[config.mk]
export PLATFORM = sky130hd
export DESIGN_NAME = aud_clk_ratio_mon
export DESIGN_NICKNAME = d
export VERILOG_FILES = /design/src/rtl/aud_clk_mon_pkg.sv /design/src/rtl/aud_clk_edge_sync.sv /design/src/rtl/aud_clk_period_counter.sv /design/src/rtl/aud_clk_ratio_judge.sv /design/src/rtl/aud_clk_mode_tracker.sv /design/src/rtl/aud_clk_ratio_mon.sv
export SDC_FILE = /design/constraint.sdc
export NUM_CORES = 1
export LEC_CHECK = 0
export BUFFER_PORTS_ARGS = -buffer_cell sky130_fd_sc_hd__clkbuf_2
export CORE_MARGIN = 5
export CORE_UTILIZATION = 50
export CTS_BUF_LIST = sky130_fd_sc_hd__clkbuf_2
export DETAILED_ROUTE_END_ITERATION = 8
export PLACE_DENSITY_LB_ADDON = 0.08
export SYNTH_ARGS = -nofsm -noshare
export SYNTH_HDL_FRONTEND = slang
export SYNTH_SLANG_ARGS = --single-unit
[constraint.sdc]
create_clock -name clk -period 4.3 [get_ports clk]
set_input_delay 0.215 -clock clk [delete_from_list [all_inputs] [get_ports clk]]
set_output_delay 0.215 -clock clk [all_outputs]
set_load 0.01 [all_outputs]
[src/rtl/aud_clk_mon_pkg.sv]
// Shared types and helpers for the audio clock ratio monitor.
// Assumes: all users compile this package first.
package aud_clk_mon_pkg;

    // Speed family reported by the monitor; value 3 is unused.
    typedef enum logic [1:0] {
        SPD_NORMAL = 2'd0,
        SPD_DOUBLE = 2'd1,
        SPD_QUAD   = 2'd2
    } speed_e;

    // True when count a lies within tol of target b.
    function automatic logic within_tol(input int a, input int b, input int tol);
        int diff;
        diff = (a > b) ? (a - b) : (b - a);
        return diff <= tol;
    endfunction

endpackage

[src/rtl/aud_clk_edge_sync.sv]
// Brings one asynchronous clock into the reference domain and flags its
// rising edges. Assumes: the input holds each level for at least two
// reference cycles, so no edge is lost.
module aud_clk_edge_sync #(
    parameter int STAGES = 2
) (
    input  logic clk,
    input  logic rst_n,
    input  logic async_in,
    output logic rise
);
    logic [STAGES-1:0] chain;
    logic              last;

    generate
        for (genvar i = 0; i < STAGES; i++) begin : g_stage
            // Purpose: one flop of the synchroniser chain.
            always_ff @(posedge clk) begin
                if (!rst_n) chain[i] <= 1'b0;
                else if (i == 0) chain[i] <= async_in;
                else chain[i] <= chain[(i == 0) ? 0 : i-1];
            end
        end
    endgenerate

    // Purpose: remember the previous synchronised level for edge detection.
    always_ff @(posedge clk) begin
        if (!rst_n) last <= 1'b0;
        else last <= chain[STAGES-1];
    end

    assign rise = chain[STAGES-1] & ~last;

endmodule

[src/rtl/aud_clk_period_counter.sv]
// Counts master- and shift-clock edges between frame-clock rising edges
// and watches for a missing frame clock. A measurement is only issued for
// a complete frame, i.e. after one priming edge. Counts saturate.
// Assumes: edge pulses are single-cycle and already synchronised.
module aud_clk_period_counter #(
    parameter int MCLK_W       = 9,
    parameter int SCLK_W       = 7,
    parameter int LOSS_TIMEOUT = 4096
) (
    input  logic              clk,
    input  logic              rst_n,
    input  logic              mclk_rise,
    input  logic              sclk_rise,
    input  logic              frame_rise,
    output logic              meas_valid,
    output logic [MCLK_W-1:0] mclk_count,
    output logic [SCLK_W-1:0] sclk_count,
    output logic              lost
);
    localparam int IDLE_W = $clog2(LOSS_TIMEOUT + 1);
    localparam logic [IDLE_W-1:0] IDLE_LAST = IDLE_W'(LOSS_TIMEOUT - 1);

    logic [MCLK_W-1:0] m_run;
    logic [SCLK_W-1:0] s_run;
    logic [MCLK_W-1:0] m_final;
    logic [SCLK_W-1:0] s_final;
    logic [IDLE_W-1:0] idle_cnt;
    logic              primed;

    // Purpose: running totals including an edge that coincides with the frame edge.
    always_comb begin
        m_final = m_run;
        s_final = s_run;
        if (mclk_rise && (m_run != '1)) m_final = m_run + 1'b1;
        if (sclk_rise && (s_run != '1)) s_final = s_run + 1'b1;
    end

    // Purpose: per-frame edge counting and capture at the frame boundary.
    always_ff @(posedge clk) begin
        if (!rst_n) begin
            m_run      <= '0;
            s_run      <= '0;
            mclk_count <= '0;
            sclk_count <= '0;
            meas_valid <= 1'b0;
        end else if (frame_rise) begin
            mclk_count <= m_final;
            sclk_count <= s_final;
            meas_valid <= primed;
            m_run      <= '0;
            s_run      <= '0;
        end else begin
            m_run      <= m_final;
            s_run      <= s_final;
            meas_valid <= 1'b0;
        end
    end

    // Purpose: frame-clock watchdog; a timeout drops the priming state.
    always_ff @(posedge clk) begin
        if (!rst_n) begin
            idle_cnt <= '0;
            lost     <= 1'b0;
            primed   <= 1'b0;
        end else if (frame_rise) begin
            idle_cnt <= '0;
            lost     <= 1'b0;
            primed   <= 1'b1;
        end else if (idle_cnt != IDLE_LAST) begin
            idle_cnt <= idle_cnt + 1'b1;
        end else begin
            lost     <= 1'b1;
            primed   <= 1'b0;
        end
    end


    lost_clear_chk: assert property (@(posedge clk) disable iff (!rst_n)
        (lost && frame_rise) |=> !lost);


    no_meas_on_loss_chk: assert property (@(posedge clk) disable iff (!rst_n)
        $rose(lost) |=> !meas_valid);

endmodule

[src/rtl/aud_clk_ratio_judge.sv]
// Classifies one frame's edge counts into a speed family or a fault.
// Purely combinational. Assumes: counts are saturated, never wrapped.
module aud_clk_ratio_judge
    import aud_clk_mon_pkg::*;
#(
    parameter int MCLK_W      = 9,
    parameter int SCLK_W      = 7,
    parameter int MCLK_RATIO  = 256,
    parameter int SCLK_RATIO  = 64,
    parameter int RATIO_TOL   = 1
) (
    input  logic [MCLK_W-1:0] mclk_count,
    input  logic [SCLK_W-1:0] sclk_count,
    input  logic              dbl_speed,
    input  logic              master_mode,
    output logic              good,
    output speed_e            cand
);
    localparam int MCLK_HALF = MCLK_RATIO / 2;

    logic sclk_fit;
    logic mclk_full;
    logic mclk_half;

    // Purpose: compare counts with the legal ratios and pick the candidate mode.
    always_comb begin
        sclk_fit  = within_tol(int'(sclk_count), SCLK_RATIO, RATIO_TOL);
        mclk_full = within_tol(int'(mclk_count), MCLK_RATIO, RATIO_TOL);
        mclk_half = within_tol(int'(mclk_count), MCLK_HALF, RATIO_TOL);
        good = 1'b0;
        cand = SPD_NORMAL;
        if (sclk_fit && mclk_full) begin
            good = 1'b1;
            cand = dbl_speed ? SPD_DOUBLE : SPD_NORMAL;
        end else if (sclk_fit && mclk_half && !dbl_speed && !master_mode) begin
            good = 1'b1;
            cand = SPD_QUAD;
        end
    end

endmodule

[src/rtl/aud_clk_mode_tracker.sv]
// Holds the accepted speed mode, the fault state and the re-initialise
// pulse. A mode is taken after two consecutive good frames agree.
// Assumes: meas_valid is a single-cycle pulse per complete frame.
module aud_clk_mode_tracker
    import aud_clk_mon_pkg::*;
(
    input  logic       clk,
    input  logic       rst_n,
    input  logic       meas_valid,
    input  logic       good,
    input  speed_e     cand,
    input  logic       lost,
    output logic       clocks_ok,
    output logic       clk_err,
    output logic [1:0] speed_mode,
    output logic       reinit_req
);
    speed_e mode_q;
    speed_e prev_cand;
    logic   prev_good;
    logic   locked;
    logic   phase_bad;
    logic   err_q;

    // Purpose: frame-by-frame mode acceptance and phase-fault tracking.
    always_ff @(posedge clk) begin
        if (!rst_n) begin
            mode_q    <= SPD_NORMAL;
            prev_cand <= SPD_NORMAL;
            prev_good <= 1'b0;
            locked    <= 1'b0;
            phase_bad <= 1'b0;
        end else if (lost) begin
            prev_good <= 1'b0;
            locked    <= 1'b0;
        end else if (meas_valid) begin
            if (good) begin
                phase_bad <= 1'b0;
                prev_good <= 1'b1;
                prev_cand <= cand;
                if (prev_good && (prev_cand == cand)) begin
                    mode_q <= cand;
                    locked <= 1'b1;
                end
            end else begin
                phase_bad <= 1'b1;
                prev_good <= 1'b0;
                locked    <= 1'b0;
            end
        end
    end

    assign clk_err    = lost | phase_bad;
    assign clocks_ok  = locked & ~clk_err;
    assign speed_mode = mode_q;

    // Purpose: one-cycle request when the fault condition goes away.
    always_ff @(posedge clk) begin
        if (!rst_n) begin
            err_q      <= 1'b0;
            reinit_req <= 1'b0;
        end else begin
            err_q      <= clk_err;
            reinit_req <= err_q & ~clk_err;
        end
    end


    reinit_pulse_chk: assert property (@(posedge clk) disable iff (!rst_n)
        reinit_req |=> !reinit_req);


    reinit_cause_chk: assert property (@(posedge clk) disable iff (!rst_n)
        reinit_req |-> ($past(clk_err, 2) && !$past(clk_err)));


    mode_hold_chk: assert property (@(posedge clk) disable iff (!rst_n)
        !$stable(speed_mode) |-> $past(meas_valid && good));


    mode_legal_chk: assert property (@(posedge clk) disable iff (!rst_n)
        speed_mode != 2'b11);

endmodule

[src/rtl/aud_clk_ratio_mon.sv]
// Top of the audio clock ratio monitor: synchronises the three port
// clocks, measures one frame at a time, classifies it and reports status.
// Assumes: clk runs at least four times faster than the master clock.
module aud_clk_ratio_mon
    import aud_clk_mon_pkg::*;
#(
    parameter int MCLK_RATIO   = 256,
    parameter int SCLK_RATIO   = 64,
    parameter int RATIO_TOL    = 1,
    parameter int LOSS_TIMEOUT = 4096,
    parameter int SYNC_STAGES  = 2
) (
    input  logic       clk,
    input  logic       rst_n,
    input  logic       mclk_in,
    input  logic       sclk_in,
    input  logic       lrclk_in,
    input  logic       dbl_speed,
    input  logic       master_mode,
    output logic       clocks_ok,
    output logic       clk_err,
    output logic [1:0] speed_mode,
    output logic       reinit_req
);
    localparam int MCLK_W  = $clog2(MCLK_RATIO * 2);
    localparam int SCLK_W  = $clog2(SCLK_RATIO * 2);
    localparam int N_CLKS  = 3;

    logic [N_CLKS-1:0] raw_clks;
    logic [N_CLKS-1:0] rises;
    logic              meas_valid;
    logic [MCLK_W-1:0] mclk_count;
    logic [SCLK_W-1:0] sclk_count;
    logic              lost;
    logic              good;
    speed_e            cand;

    assign raw_clks = {lrclk_in, sclk_in, mclk_in};

    generate
        for (genvar k = 0; k < N_CLKS; k++) begin : g_sync
            aud_clk_edge_sync #(.STAGES(SYNC_STAGES)) u_sync (
                .clk      (clk),
                .rst_n    (rst_n),
                .async_in (raw_clks[k]),
                .rise     (rises[k])
            );
        end
    endgenerate

    aud_clk_period_counter #(
        .MCLK_W       (MCLK_W),
        .SCLK_W       (SCLK_W),
        .LOSS_TIMEOUT (LOSS_TIMEOUT)
    ) u_count (
        .clk        (clk),
        .rst_n      (rst_n),
        .mclk_rise  (rises[0]),
        .sclk_rise  (rises[1]),
        .frame_rise (rises[2]),
        .meas_valid (meas_valid),
        .mclk_count (mclk_count),
        .sclk_count (sclk_count),
        .lost       (lost)
    );

    aud_clk_ratio_judge #(
        .MCLK_W     (MCLK_W),
        .SCLK_W     (SCLK_W),
        .MCLK_RATIO (MCLK_RATIO),
        .SCLK_RATIO (SCLK_RATIO),
        .RATIO_TOL  (RATIO_TOL)
    ) u_judge (
        .mclk_count  (mclk_count),
        .sclk_count  (sclk_count),
        .dbl_speed   (dbl_speed),
        .master_mode (master_mode),
        .good        (good),
        .cand        (cand)
    );

    aud_clk_mode_tracker u_track (
        .clk        (clk),
        .rst_n      (rst_n),
        .meas_valid (meas_valid),
        .good       (good),
        .cand       (cand),
        .lost       (lost),
        .clocks_ok  (clocks_ok),
        .clk_err    (clk_err),
        .speed_mode (speed_mode),
        .reinit_req (reinit_req)
    );


    quad_slave_chk: assert property (@(posedge clk) disable iff (!rst_n)
        (meas_valid && good && (cand == SPD_QUAD)) |-> !master_mode);


    ok_err_excl_chk: assert property (@(posedge clk) disable iff (!rst_n)
        clocks_ok |-> !lost);

endmodule

# Word-level counts from Yosys, hierarchy flattened
# Cells that the tools add are included.
# classes
addsub	9
n_lt_le_gt_ge	6
n_eq_ne	6
mux	16
bitwise	12
n_reduce_logical	16
# op_table
operator	n
$le 32x2->1 const B	3
$mux 32	3
$add 13x1->13 const B	1
$ne 13x12->1 const B	1
$sub 8x9->10 const A	1
$sub 9x8->10 const B	1
$sub 9x9->10 const A	1
$sub 9x9->10 const B	1
$add 9x1->9 const B	1
$gt 9x8->1 const B	1
$gt 9x9->1 const B	1
$mux 1	9
$mux 9	1
$ne 9x9->1 const B	1
$sub 7x7->8 const A	1
$sub 7x7->8 const B	1
$add 7x1->7 const B	1
$gt 7x7->1 const B	1
$logic_and 1x1->1	7
$mux 7	1
$ne 7x7->1 const B	1
$not 1->1	6
$reduce_and 2->1	3
$and 1x1->1	5
9 further kinds	12
# totals
regBits	66
input_bits	7
out_inout_bits	5
elab_cells	89

# Depth between registers and ports, before layout
# Gate-level depths: netlist (run 1).
# logic_depth
ltp_word	12
mapped_depth	12

# By module
# From an unflattened synthesis (run 1), not the netlist that was laid out.
# hier_totals
cells_unflattened	318
area_unflattened_um2	2974.1
# modules_own_cells
mod	instances	cells_each	area_per_inst_um2
aud_clk_period_counter	1	213	1979.4
aud_clk_mode_tracker	1	38	387.9
aud_clk_ratio_judge	1	46	329.1
aud_clk_edge_sync	3	7	92.6

# Worst setup path before layout (run 1)
# No wires, ideal clock.
# synth_path
path_type	register to register
from	register u_count.mclk_count[1]
to	register u_track.mode_q[1] (netlist: u_track.speed_mode[1])
setup_ps	119
arrival_ps	2752
required_ps	4181
path_slack_ps	1430
stages_incl_launch_ff	13
n_path_buf	2
synth_period_minus_slack_ps	2870
path_cell_list	dfxtp_1 > buf_2 > inv_1 > ha_1 > buf_2 > or3b_2 > a211o_1 > a222oi_1 > mux2i_1 > o22ai_2 > o21ai_2 > and2_1 > o221a_1
# synth_between
elab_chain_len	11
word_cells_on_any_way	21
cone_classes	add/sub (4); order compare (4); eq/ne (1); mux (6); reduce/logical (6)
# synth_lines
item	line	source
start: declaration	aud_clk_period_counter.sv:16	output logic [MCLK_W-1:0] mclk_count,
start signal: assignment	aud_clk_period_counter.sv:47	mclk_count <= m_final;
$sub 8x9->10, or another cell as far along	aud_clk_mon_pkg.sv:15	diff = (a > b) ? (a - b) : (b - a);
$mux 32	aud_clk_mon_pkg.sv:15	
$le 32x2->1	aud_clk_mon_pkg.sv:16	return diff <= tol;
$logic_and 1x1->1 (3 in series)	aud_clk_ratio_judge.sv:35	end else if (sclk_fit && mclk_half && !dbl_speed && !master_mode) begin
$mux 2	aud_clk_ratio_judge.sv:35	
$mux 2	aud_clk_ratio_judge.sv:32	if (sclk_fit && mclk_full) begin
$eq 2x2->1	aud_clk_mode_tracker.sv:41	if (prev_good && (prev_cand == cand)) begin
$logic_and 1x1->1	aud_clk_mode_tracker.sv:41	
$reduce_and 4->1 (no line)	n/a	
end signal: assignment	aud_clk_mode_tracker.sv:42	mode_q <= cand;
end: declaration	aud_clk_mode_tracker.sv:18	speed_e mode_q;
# Parallel ways exist; a longest one is shown, timed or not.
# A chain may end at the register's enable or synchronous reset.

# Worst setup path after layout (run 1)
# layout_path
from	register u_count.mclk_count[0]
to	register u_track.mode_q[1] (netlist: u_track.speed_mode[1])
# The elaborated chain is that of the path after synthesis.

==> results of run 1 <==
-- flip-flops by register name, indices dropped and copies added (netlist names) --
signal / count
u_count.lost: 1
u_count.meas_valid: 1
u_track.speed_mode: 2
u_track.prev_cand: 2
u_count.idle_cnt: 13
u_track.locked: 1
g_sync.u_sync.chain: 6
u_track.err_q: 1
u_count.primed: 1
u_track.reinit_req: 1
u_track.prev_good: 1
u_count.m_run: 9
u_count.sclk_count: 7
u_track.phase_bad: 1
g_sync.u_sync.last: 3
u_count.s_run: 7
u_count.mclk_count: 9
-- critical path: cells and delay by family, from the launching register on --
| family | cells | cell delay [ns] |
|---|---|---|
| compound gates | 5 | 1.30 |
| simple gates | 2 | 0.68 |
| flops | 1 | 0.42 |
| fa+ha+maj | 1 | 0.30 |
| mux | 1 | 0.18 |
| buf+inv | 1 | 0.13 |
-- cell usage after synthesis, types with 3 or more instances --
| cell type | number |
|---|---|
| a21oi_1 | 4 |
| dfxtp_1 | 66 |
| ha_1 | 10 |
| o21a_1 | 3 |
| o211ai_1 | 4 |
| nand4_1 | 9 |
| a21boi_1 | 3 |
| xor2_1 | 14 |
| nand2b_1 | 4 |
| o21ai_0 | 14 |
| and3_1 | 8 |
| xnor2_1 | 8 |
| nand3b_1 | 3 |
| nor2_1 | 47 |
| o21ai_1 | 3 |
| mux2i_1 | 6 |
| nand3_1 | 11 |
| nand2_1 | 28 |
| and2_1 | 13 |
| o22ai_1 | 10 |
| clkbuf_1 | 8 |
| inv_1 | 9 |
| nor3_1 | 4 |
| nor2b_1 | 10 |
| a31oi_1 | 4 |
| nor4b_1 | 3 |
-- cell type report --
type / count / area [um2]
Fill cell: 541 / 2610
Multi-Input combinational cell: 251 / 1560
Sequential cell: 66 / 1320
Timing Repair Buffer: 16 / 103
Tap cell: 75 / 93.8
Clock inverter: 5 / 80.1
Clock buffer: 10 / 50.0
Inverter: 9 / 33.8
-- where the power goes --
part | leakage (nW) | switching (mW) | internal [mW]
registers | 0.534 | 0.00532 | 0.620
clock network | 0.0740 | 0.208 | 0.191
logic | 0.649 | 0.0262 | 0.0185
total | 1.26 | 0.240 | 0.830
-- layer usage --
| layer | wire [um] | vias to the layer above |
|---|---|---|
| met5 | 0 | - |
| met4 | 167 | 0 |
| met3 | 222 | 19 |
| met2 | 2340 | 50 |
| met1 | 2840 | 1033 |
| li1 | - | 1221 |
-- cells by family (layout without fill, tap and decap cells) --
logic type | count (synthesis) | in the layout | synth area share
AOI/OAI and AO/OA | 61 | 61 | 0.138
xor gates and xnor gates | 22 | 22 | 0.0649
adders and majority gates | 10 | 10 | 0.0421
buffers and inverters | 20 | 40 | 0.0287
DFF | 66 | 66 | 0.445
muxes | 6 | 6 | 0.0202
and+or+nand+nor | 152 | 152 | 0.261
-- stage by stage --
stage	setup slack [ns]	util
global route	0.947	0.555
finish	1.25	0.555
CTS	1.24	0.555
global placement	1.30	0.525
floorplan	1.43	-
detailed placement	1.22	0.525
-- worst min path at each step --
stage | start | end | cells after the start
2_1_floorplan | mclk_in | g_sync[0].u_sync.chain[0]$_SDFF_PN0_ | 1
3_3_place_gp | u_count.primed$_SDFFE_PN0P_ | u_count.meas_valid$_SDFF_PN0_ | 2
3_5_place_dp | g_sync[1].u_sync.chain[0]$_SDFF_PN0_ | g_sync[1].u_sync.chain[1]$_SDFF_PN0_ | 1
4_1_cts | rst_n | u_track.speed_mode[1]$_SDFFE_PN0P_ | 2
5_1_grt | rst_n | u_track.speed_mode[1]$_SDFFE_PN0P_ | 2
6_report | rst_n | u_track.speed_mode[1]$_SDFFE_PN0P_ | 2
==> results by group, run 1 <==
Clocking
  – CTS Hold Buffers Added: 4
  – Clock transition at path regs: 0.20 ns
  – TritonCTS clock tree: yes
  – Clock Tree Buf Depth: 2
  – Clock Latency Late Sink: between 0.4 and 0.5 ns
  – Clock Root Buffer: clkbuf_2
  – Post-CTS Setup Bufs: 0
  – CTS buffer count: 9
  – Resize count post-CTS: 0
  – Htree depth: 3
  – Clock sinks: 66

Global routing
  – Total track usage: 0.164
  – Met2 GRT Util: 0.228
  – First-pass GRT wire length: ~9800 um
  – Initial antenna violation count: 0
  – GR Layer Usage met1: 0.229
  – Largest net degree at the start of global routing: 23
  – Met3 usage: 0.0416
  – Gr ovfl total: 0
  – Grt peak-use layer: met1
  – Vias in the first global route: 2136

Pwr
  – Final Power: 1.07 mW
  – Lkg Pwr: between 1 and 1.5 nW
  – Worst VDD drop: between 0.0002 and 0.00025 V
  – Pwr Density: 330 mW/mm2

Synth
  – Syn. warnings: 0
  – Register area share after synthesis: 0.445
  – Seq cells post-synth: 66
  – Ys async rst share: 0
  – Synth area leaders: dfxtp_1 (45%), nor2_1 (5.9%), ha_1 (4.2%), xor2_1 (4.1%), nand2_1 (3.5%)
  – Post-synth EDFFs: 0
  – Post-synth top flop: dfxtp_1
  – Top-area cell type share of the netlist area: 0.445
  – Synthesized instance count: 337
  – Library cells used by synthesis: 52
  – Avg Inst Size Synth: about 9 um2
  – Synthesized Nets: 354
  – Biggest area consumer among synthesized cells: dfxtp_1
  – Netlist area before placement: just under 0.003 mm2

Critical path
  – Worst R2R Path Depth: 10
  – Start of the worst register-to-register path: u_count.mclk_count[0]$_SDFFE_PN0P_
  – WP data required: 4.70 ns
  – CP startpoint kind: register
  – Worst path max stage delay: around 0.49 ns
  – Crit Path Max Fanout: 9
  – CP cell instances: inv_1 -> ha_1 -> or3b_2 -> a211o_1 -> a222oi_1 -> mux2i_1 -> o22ai_2 -> o21ai_2 -> and2_1 -> o221a_1
  – Reg2reg setup slack: 1.25 ns
  – Crit path arrival time: between 3 and 4 ns
  – CP max-delay cell: or3b_2
  – CP Capture Point: u_track.speed_mode[1]$_SDFFE_PN0P_
  – Critical Path End Type: register
  – RR Endpoint: u_track.speed_mode[1]$_SDFFE_PN0P_
  – Worst Path Class, Setup: register to register
  – CP startpoint: u_count.mclk_count[0]$_SDFFE_PN0P_

Timing
  – Fin crit share: 0.710
  – Final Skew: 0.0330 ns
  – Post-layout min period: 3.05 ns
  – Slew Viols, Final: 0
  – Worst-margin pin slew: a little over 0.8 ns
  – Slew headroom: 0.459
  – Setup TNS: 0 ns
  – RSZ-0062 raised after global routing: no
  – Fmax achieved: 328 MHz
  – Worst hold slack: 0.184 ns
  – Final Setup Violations: 0
  – Final hold violation count: 0

Routing
  – Remaining DRCs: 0
  – Via density: 5.38
  – Avg WL per Cell: 12.9 um
  – Final WL: 5570 um
  – Vias post-DR: around 2.3k
  – Drt first pass iters: 4
  – Routed Antenna Nets: 0
  – Initial DRC count: 126

Die
  – # IOs: 12
  – Rows: 28
  – Initial Utilization: 0.507
  – Core area: 0.00585 mm2
  – Die area: 0.00758 mm2
  – Die X: 87.1 um
  – Die extent in y: 87.1 um

Layout
  – Number of nets in the layout: between 300 and 400
  – Synth-to-layout area growth: 9.27%
  – Fin area: 0.00324 mm2
  – Layout cells sized above 1: 0.0896
  – Most common cell after layout, fill and taps aside: dfxtp_1
  – Final cell count without fillers: between 400 and 500
  – Inserted Diodes: 0
  – Most frequent cells in the layout: dfxtp_1 (66), nor2_1 (47), nand2_1 (28)

Placement
  – Count of input and output buffers: 11
  – Dpl cells: roughly 410
  – Gp weighted congestion: 0.892
  – Placed cell areas: about 0.003 mm2
  – Dpl hpwl: ~4000 um

Outcome
  – Status: complete, no violations

Worst hold path
  – Hold Crit Class: input port to register

Flow run
  – Max cap viols: 0
Note: power is estimated with default switching activity, not from simulation.
==> inputs of run 2 (changes only) <==
==> constraint.sdc (replaced) <==
create_clock -name clk -period 2.54 [get_ports clk]
set_input_delay 0.127 -clock clk [delete_from_list [all_inputs] [get_ports clk]]
set_output_delay 0.127 -clock clk [all_outputs]
set_load 0.01 [all_outputs]
==> results by group, run 2 (synthesis gave the netlist of run 1 again) <==
Clocking
  – TritonCTS clock tree: yes
  – Clock Latency Late Sink: 0.46 ns
  – Clock sinks: 66
  – Htree depth: 3
  – Clock Root Buffer: clkbuf_2
  – Clock Tree Buf Depth: 2
  – Clock transition at path regs: approximately 0.18 ns
  – CTS buffer count: 9

Die
  – Initial Utilization: 0.507
  – Die area: about 0.0076 mm2
  – Rows: 28
  – Die extent in y: slightly below 90 um
  – Core area: 0.00585 mm2
  – # IOs: 12
  – Die X: 87.1 um

Critical path
  – CP startpoint kind: register
  – Worst Path Class, Setup: register to register
  – CP cell instances: inv_4 -> ha_4 -> or3b_4 -> a211o_1 -> a222oi_1 -> mux2i_1 -> o22ai_2 -> buf_4 -> nor2b_4 -> nand3_2 -> o22ai_1
  – Worst R2R Path Depth: 11
  – CP Capture Point: u_track.speed_mode[0]$_SDFFE_PN0P_
  – Crit path arrival time: 3.05 ns
  – Critical Path End Type: register
  – CP max-delay cell: a222oi_1
  – Start of the worst register-to-register path: u_count.mclk_count[1]$_SDFFE_PN0P_
  – Worst path max stage delay: 0.46 ns
  – CP startpoint: u_count.mclk_count[1]$_SDFFE_PN0P_
  – RR Endpoint: u_track.speed_mode[0]$_SDFFE_PN0P_
  – Crit Path Max Fanout: 4
  – WP data required: 2.94 ns
  – Reg2reg setup slack: -0.10 ns

Outcome
  – Failing checks: negative setup slack
  – Status: finished with violations

Layout
  – FILL cells: 548
  – Final cell count without fillers: 466
  – Layout cells sized above 1: 0.189
  – Largest registers: u_count.idle_cnt: 13 flops, u_count.m_run: 9 flops, u_count.mclk_count: 9 flops
  – Most frequent cells in the layout: dfxtp_1 (65), nor2_1 (47), buf_4 (35)
  – Area of the multi-input gates: 0.00161 mm2
  – Largest Register: u_count.idle_cnt
  – Most common cell after layout, fill and taps aside: dfxtp_1
  – Synth-to-layout area growth: 18.8%
  – Utilization after layout: 0.603
  – Inserted Diodes: 0
  – Seq. cell area: 0.00133 mm2
  – Largest register FFs: 13
  – Number of nets in the layout: approximately 400

Routing
  – Routed Antenna Nets: 0
  – Via density: 5.35
  – Final WL: ~5900 um
  – Remaining DRCs: 0
  – Vias post-DR: roughly 2.5k
  – Avg WL per Cell: 12.7 um
  – Drt first pass iters: 5
  – Initial DRC count: 130

Global routing
  – Gr ovfl total: 0
  – Vias in the first global route: 2457
  – Total track usage: 0.173
  – First-pass GRT wire length: around 10000 um
  – Initial antenna violation count: 0
  – Largest net degree at the start of global routing: 23

Timing
  – Worst-margin pin slew: approximately 0.62 ns
  – Slew Viols, Final: 0
  – Post-layout min period: 2.64 ns
  – RSZ-0062 raised after global routing: yes
  – Fin crit share: 1.04
  – Fmax achieved: approximately 380 MHz
  – Final hold violation count: 0
  – Final Skew: around 0.025 ns
  – Final Setup Violations: 6
  – Post-route setup slack: -0.104 ns
  – Slew headroom: 0.582

Placement
  – Dpl hpwl: 4240 um
  – Dpl cells: 442
  – Gp weighted congestion: between 0.8 and 0.9
  – Count of input and output buffers: 11

Flow run
  – Max cap viols: 0

Pwr
  – Worst VDD drop: between 0.0003 and 0.0004 V
  – Pwr Density: 481 mW/mm2
  – Final Power: 1.70 mW
  – Lkg Pwr: 1.43 nW

Worst hold path
  – Hold Crit Class: input port to register
run 2: per-stage QoR:
step	hold WS [ns]	instance area (um2)	setup slack, ns	setup TNS, ns
2_1_floorplan	0.254	3000	-0.123	-0.206
3_3_place_gp	0.334	3310	-0.0846	-0.154
3_5_place_dp	0.338	3310	-0.161	-0.446
4_1_cts	0.0840	3460	-0.0733	-0.102
5_1_grt	0.140	3530	-0.250	-1.26
6_report	0.125	3530	-0.104	-0.306
run 2: per-layer routing:
layer,share of wire,global-route usage
met1,0.47,0.207
met2,0.48,0.292
met3,0.032,0.0312
met4,0.020,0.0963
met5,0,0
run 2: worst min path at each step:
stage                     cells past startpoint     start  slack [ns]                                   end
after floorplan                               1   mclk_in        0.25  g_sync[0].u_sync.chain[0]$_SDFF_PN0_
after global placement                        2  lrclk_in        0.33  g_sync[2].u_sync.chain[0]$_SDFF_PN0_
after detailed placement                      2  lrclk_in        0.34  g_sync[2].u_sync.chain[0]$_SDFF_PN0_
after CTS                                     2     rst_n        0.08    u_track.speed_mode[1]$_SDFFE_PN0P_
after global routing                          2     rst_n        0.14    u_track.speed_mode[1]$_SDFFE_PN0P_
final                                         2     rst_n        0.13    u_track.speed_mode[1]$_SDFFE_PN0P_
run 2: worst max-delay path, delay by kind of cell (launching register included):
kind | cells | cell delay [ns]
buffers and inverters | 2 | 0.23
flip-flops | 1 | 0.39
multiplexers | 1 | 0.17
adder cells (fa/ha/maj) | 1 | 0.13
AO/OA/AOI/OAI | 4 | 1.04
AND/OR/NAND/NOR | 3 | 0.63
run 2: repair_timing:
| action | CTS | global route |
|---|---|---|
| gates resized for setup | 2 | 9 |
| endpoints found under the hold margin | 5 | 0 |
| buffers inserted | 1 | 4 |
| hold buffers | 4 | 0 |
| pin swaps | 2 | 5 |
| endpoints found under the setup margin | 5 | 7 |
run 2: power by group:
group	internal, mW	switching [mW]	total (mW)
combinational	0.0430	0.0485	0.0915
clock	0.216	0.332	0.548
sequential	1.05	0.00859	1.06
total	1.31	0.389	1.70
run 2: area by class of cell:
type                            instances  share of cell area
Timing Repair Buffer                   50               0.101
Clock buffer                           10              0.0142
Clock inverter                          5              0.0131
Tap cell                               75              0.0266
Inverter                                9              0.0110
Multi-Input combinational cell        251               0.458
Sequential cell                        66               0.376
